===== src/rtl/raster_irq_pkg.sv =====
// Shared constants and types for the raster position interrupt timer.
// Assumes an 8-bit register port decoded by offset within the block.
package raster_irq_pkg;
    localparam logic [7:0] OFF_CTRL   = 8'h00;
    localparam logic [7:0] OFF_HCMP_L = 8'h07;
    localparam logic [7:0] OFF_HCMP_H = 8'h08;
    localparam logic [7:0] OFF_VCMP_L = 8'h09;
    localparam logic [7:0] OFF_VCMP_H = 8'h0A;
    localparam logic [7:0] OFF_STATUS = 8'h11;

    // Bit positions inside the control byte.
    localparam int BIT_NMI_EN = 7;
    localparam int BIT_VEN    = 5;
    localparam int BIT_HEN    = 4;

    typedef struct packed {
        logic nmi_en;
        logic v_en;
        logic h_en;
    } irq_ctrl_t;
endpackage


===== src/rtl/raster_cfg_regs.sv =====
// Configuration storage: the enable byte and two split-written compare
// values. Assumes CNT_W > DATA_W; the high write carries CNT_W-DATA_W bits.
module raster_cfg_regs
    import raster_irq_pkg::*;
#(
    parameter int DATA_W = 8,
    parameter int CNT_W  = 9
) (
    input  logic              clk,
    input  logic              rst_n,
    input  logic              wr_en,
    input  logic [7:0]        wr_off,
    input  logic [DATA_W-1:0] wr_data,
    output irq_ctrl_t         ctrl,
    output logic [CNT_W-1:0]  h_cmp,
    output logic [CNT_W-1:0]  v_cmp
);
    localparam int HI_W = CNT_W - DATA_W;

    // Register updates on writes; reset puts compares at all ones.
    always_ff @(posedge clk) begin
        if (!rst_n) begin
            ctrl  <= '0;
            h_cmp <= '1;
            v_cmp <= '1;
        end else if (wr_en) begin
            case (wr_off)
                OFF_CTRL: begin
                    ctrl.nmi_en <= wr_data[BIT_NMI_EN];
                    ctrl.v_en   <= wr_data[BIT_VEN];
                    ctrl.h_en   <= wr_data[BIT_HEN];
                end
                OFF_HCMP_L: h_cmp[DATA_W-1:0]     <= wr_data;
                OFF_HCMP_H: h_cmp[CNT_W-1:DATA_W] <= wr_data[HI_W-1:0];
                OFF_VCMP_L: v_cmp[DATA_W-1:0]     <= wr_data;
                OFF_VCMP_H: v_cmp[CNT_W-1:DATA_W] <= wr_data[HI_W-1:0];
                default: ;
            endcase
        end
    end
endmodule


===== src/rtl/raster_match.sv =====
// Combinational position compare. Chooses the condition from the enables:
// vertical only, horizontal only, or both. Assumes counters are stable
// within a cycle.
module raster_match
    import raster_irq_pkg::*;
#(
    parameter int CNT_W = 9
) (
    input  irq_ctrl_t        ctrl,
    input  logic [CNT_W-1:0] h_cmp,
    input  logic [CNT_W-1:0] v_cmp,
    input  logic [CNT_W-1:0] h_count,
    input  logic [CNT_W-1:0] v_count,
    output logic             hit
);
    logic h_eq, v_eq;

    // Equality of each axis against its compare value.
    always_comb begin
        h_eq = (h_count == h_cmp);
        v_eq = (v_count == v_cmp);
    end

    // Enable-dependent selection of the interrupt condition.
    always_comb begin
        unique case ({ctrl.h_en, ctrl.v_en})
            2'b01:   hit = v_eq;
            2'b10:   hit = h_eq;
            2'b11:   hit = h_eq && v_eq;
            default: hit = 1'b0;
        endcase
    end
endmodule


===== src/rtl/raster_irq_flag.sv =====
// Sticky interrupt flag and blanking pulse. A set in the same cycle as a
// clear wins. Assumes vblank_start is a single-cycle strobe.
module raster_irq_flag (
    input  logic clk,
    input  logic rst_n,
    input  logic hit,
    input  logic clr,
    input  logic vblank_start,
    input  logic nmi_en,
    output logic flag,
    output logic nmi_pulse
);
    // Flag: set on hit, cleared by acknowledge when no hit is present.
    always_ff @(posedge clk) begin
        if (!rst_n) flag <= 1'b0;
        else        flag <= hit | (flag & ~clr);
    end

    // Pulse: one registered cycle per blanking strobe when enabled.
    always_ff @(posedge clk) begin
        if (!rst_n) nmi_pulse <= 1'b0;
        else        nmi_pulse <= vblank_start & nmi_en;
    end
endmodule


===== src/rtl/raster_irq_timer.sv =====
// Top of the raster position interrupt timer. Decodes the register port,
// returns the status byte with open-bus filler and wires the sub-blocks.
// Assumes the enclosing decoder asserts reg_wr/reg_rd only for this block.
module raster_irq_timer
    import raster_irq_pkg::*;
#(
    parameter int DATA_W = 8,
    parameter int CNT_W  = 9,
    parameter int PAGE_W = DATA_W - 1
) (
    input  logic              clk,
    input  logic              rst_n,
    input  logic              reg_wr,
    input  logic              reg_rd,
    input  logic [7:0]        reg_off,
    input  logic [PAGE_W-1:0] bus_page,
    input  logic [DATA_W-1:0] wr_data,
    output logic [DATA_W-1:0] rd_data,
    input  logic [CNT_W-1:0]  h_count,
    input  logic [CNT_W-1:0]  v_count,
    input  logic              vblank_start,
    output logic              irq,
    output logic              nmi_pulse
);
    irq_ctrl_t        ctrl;
    logic [CNT_W-1:0] h_cmp, v_cmp;
    logic             hit, flag, stat_rd, nmi_en;

    raster_cfg_regs #(.DATA_W(DATA_W), .CNT_W(CNT_W)) u_regs (
        .clk(clk), .rst_n(rst_n), .wr_en(reg_wr), .wr_off(reg_off),
        .wr_data(wr_data), .ctrl(ctrl), .h_cmp(h_cmp), .v_cmp(v_cmp)
    );

    raster_match #(.CNT_W(CNT_W)) u_match (
        .ctrl(ctrl), .h_cmp(h_cmp), .v_cmp(v_cmp),
        .h_count(h_count), .v_count(v_count), .hit(hit)
    );

    raster_irq_flag u_flag (
        .clk(clk), .rst_n(rst_n), .hit(hit), .clr(stat_rd),
        .vblank_start(vblank_start), .nmi_en(nmi_en),
        .flag(flag), .nmi_pulse(nmi_pulse)
    );

    // Status decode and read mux.
    always_comb begin
        stat_rd = reg_rd && (reg_off == OFF_STATUS);
        nmi_en  = ctrl.nmi_en;
        rd_data = stat_rd ? {flag, bus_page} : '0;
        irq     = flag;
    end
endmodule


===== config.mk =====
export PLATFORM = sky130hd
export DESIGN_NAME = raster_irq_timer
export DESIGN_NICKNAME = d
export VERILOG_FILES = /design/src/rtl/raster_irq_pkg.sv /design/src/rtl/raster_cfg_regs.sv /design/src/rtl/raster_match.sv /design/src/rtl/raster_irq_flag.sv /design/src/rtl/raster_irq_timer.sv
export SDC_FILE = /design/constraint.sdc
export NUM_CORES = 1
export LEC_CHECK = 0
export CAP_MARGIN = 10
export CORE_MARGIN = 10
export CORE_UTILIZATION = 39
export DETAILED_ROUTE_END_ITERATION = 10
export PLACE_DENSITY = 0.75
export SYNTH_ARGS = -nofsm -noshare
export SYNTH_HDL_FRONTEND = slang
export SYNTH_HIERARCHICAL = 1
export SYNTH_SLANG_ARGS = --single-unit
export TNS_END_PERCENT = 20

===== constraint.sdc =====
create_clock -name clk -period 1.5 [get_ports clk]
set_clock_uncertainty 0.1 [all_clocks]
set_input_delay 0.15 -clock clk [delete_from_list [all_inputs] [get_ports clk]]
set_output_delay 0.15 -clock clk [all_outputs]
set_load 0.01 [all_outputs]

==> parameters.txt <==
Parameter                              Value

Outcome
  Run status    finished, final reports clean

Final layout
  Final #Nets    267
  Count of inserted antenna diode cells    0
  Fraction of final layout cells with drive strength greater than 1    roughly 30%
  Post-synthesis to final-layout area growth    62.9%

Synthesis
  Fraction of synthesis flops using an asynchronous set or reset pin    0%
  Per-instance average area after synthesis    between 9 and 10 sq um
  Top cell type by total area after synthesis    dfxtp_1
  Most frequently used cell type in the post-synthesis netlist    nor2b_1
  Number of enable-type register cells in the synthesized netlist    0
  Cell types with the largest area share after synthesis    dfxtp_1 32%, mux2i_1 14%, nor2b_1 11%
  Flip-flop and latch count after synthesis    23
  Synth Net Count    a little under 200
  Netlist Area Pre-Place    about 0.0014 sq mm
  Synthesis Warnings    6
  Sequential-to-total area share from yosys stat    between 30% and 40%
  Synth top cells by count    26 x nor2b_1, 23 x dfxtp_1, 20 x mux2i_1, 15 x xor2_1
  Primary flip-flop cell chosen by synthesis mapping    dfxtp_1
  Post-synth top area share    between 30% and 40%
  Netlist cell types    34
  Number of instances in the synthesized netlist    between 100 and 150

Setup path
  CP required    ~1600 ps
  Critical Path, Cell by Cell    xor2_1 -> nor4_2 -> a41oi_1 -> a21oi_2 -> o21a_1
  Startpoint kind of the worst setup timing path    register
  Biggest cell delay along the critical path    about 340 ps
  CP arrival    1550 ps
  Maximum fanout encountered on the critical timing path    2
  Kind of cell adding the most delay to the critical path    compound AO/OA/AOI/OAI gates
  Setup CP Type    register to register
  Library cell contributing the largest single delay on the critical path    dfxtp_2
  Endpoint type of the worst setup path    register
  CP Buf/Inv Count    0

Routing
  Routed WL per cell    about 16 um
  1st-iter DRT viols    41
  First-pass iteration count of the detailed router    5
  Post-detailed-route DRC marker count    0
  Total vias in the final route    1,318
  Post-route antenna net violation count    0
  DR vias/cell    4.95
  Final wirelength    4270 um

Die
  Starting utilization of the core area    41.4%
  Core ar.    about 0.0034 sq mm
  Die Footprint    0.00647 sq mm
  Total number of placement rows    21
  I/O pin cnt    56
  Chip Height    80.5 um
  Die Width    roughly 80 um

CTS
  Inserted Clock Buffers    3
  Root buffer cell    clkbuf_8
  Count of hold-fix buffers inserted at cts    0
  Clock tree from TritonCTS    yes
  Register clock-pin slew on the reported worst setup and hold paths    roughly 90 ps
  Number of H-tree levels    1
  Maximum clock insertion buffer count    2
  Clock Sink Count    23
  Clock insertion delay at the later pin of the skew report    roughly 270 ps

Power
  Fraction of power consumed by combinational cells    22.5%
  Sequential share of power    a little under half
  Sw frac    around a quarter
  Post-route total power    around 1300 uW
  Reported leakage power    0.000891 uW
  Power share of the clock group    30.3%
  Peak supply drop    just over 0.0006 V
  Power density normalized to cell area    about 560 mW/mm^2
  Design internal power    around 980 uW
  Sw power    around 320 uW

Global routing
  Aggregate global-route resource usage    13.4%
  Vias in the first global route    around 1,500
  First-pass GRT wire length    just over 7000 um
  Total congestion overflow    0
  Maximum number of pins on one net before global-route repair    35
  Antenna violations before repair    0

Placed design
  Port Buffer Count    between 50 and 60
  Routability cong.    between 0.7 and 0.8
  Worst Setup Slack post-DPL    -661 ps
  Final HPWL DP    around 3300 um

STA
  Setup ws final    roughly 60 ps
  Shortest clock period the worst path allows after layout    about 1400 ps
  Maximum clock frequency    about 0.69 GHz
  Setup repair after global routing missed its margin    true
  Fin Setup TNS    0 ps
  Setup violators final    0
  Headroom to the max-slew limit    between 80% and 90%
  Post-route clock period utilization    approximately 96%
  Endpoints failing hold    0
  Max-slew violation total from the final report    0
  Transition at the pin with the smallest max-transition slack    between 200 and 300 ps

Min path
  Kind of path behind the tightest hold check    input pin to register

Run
  # Max-Cap Violations    0
==> flip-flops by register name, indices dropped and copies added (netlist names) <==
signal,cells
u_regs/v_cmp,9
u_regs/h_cmp,9
u_flag/nmi_pulse,1
u_regs/ctrl,3
u_flag/flag,1
==> per-stage QoR <==
stage | cells | util (%) | area [sq um] | hold slack (ps)
floorplan | 147 | - | 1430 | 167
global placement | 258 | 62.2 | 2140 | 343
detailed placement | 258 | 62.2 | 2140 | 346
CTS | 266 | 66.4 | 2290 | 361
global route | 266 | 67.4 | 2320 | 315
finish | 266 | 67.4 | 2320 | 312
==> cells by family (layout without fill, tap and decap cells) <==
family / count (synthesis) / count (layout) / share of synthesized area (%)
compound gates: 5 / 5 / 2.28
xor+xnor: 18 / 18 / 11.1
buf+inv: 9 / 82 / 3.16
flops: 23 / 23 / 32.3
mux: 20 / 20 / 14.0
simple gates: 72 / 72 / 37.1
==> cells in the final DEF (no fill, tap or decap), types with 2 or more instances in the layout <==
master            n
buf_2            10
dlygate4sd2_1     6
nor3_4            2
nor2b_1          26
nand2b_4          3
nand2_1           6
dfxtp_1          22
xnor2_1           3
clkdlybuf4s50_1  37
buf_4             9
clkbuf_2          3
mux2i_1          20
nand2b_1          6
nor4_2            7
xor2_1           15
nor4_1            2
clkbuf_8          3
buf_6            11
nor4_4            4
==> power groups by stage <==
stage	Sequential (uW)	Combinational (uW)	Clock, uW
after CTS	611	286	402
after global routing	612	313	434
after detailed placement	626	258	0
after global placement	626	251	0
final	611	292	393
after floorplan	626	82.3	0
==> tightest hold or removal path: stages <==
cell and delay [ps]:
clkbuf_2 110, or4_4 140, or3_4 160, mux2i_1 80
==> final timing paths <==
check / from / end / slack [ps] / cells after the start
setup / recovery: u_regs/v_cmp[1] / u_flag/flag / 60 / 5
hold / removal: reg_off[5] / u_regs/v_cmp[4] / 310 / 4
setup reg to reg: u_regs/v_cmp[1] / u_flag/flag / 60 / 5
hold reg to reg: u_regs/ctrl[2] / u_regs/ctrl[2] / 360 / 2
==> layer usage <==
layer	track usage (%)	wire [um]	vias up
met3	4.34	293	2
li1	-	-	657
met4	2.11	14	0
met2	25.5	2180	45
met5	0	0	-
met1	14.1	1780	614
==> repair_timing <==
action                     4_1_cts  5_1_grt
setup buffers                    2        0
pin swaps                       14        5
gates cloned                     2        0
gates resized for setup         71       13
setup endpoints to repair       30       19
==> cell type report <==
class,instances,area (sq um)
clock buffers,3,41.3
fillers,288,1120
well taps,46,57.6
multi-input cells,115,1050
inverters,1,3.75
repair buffers,77,699
flip-flops and latches,23,462
clock inverters,1,7.51
No activity file was read; power rests on OpenSTA's default activity.
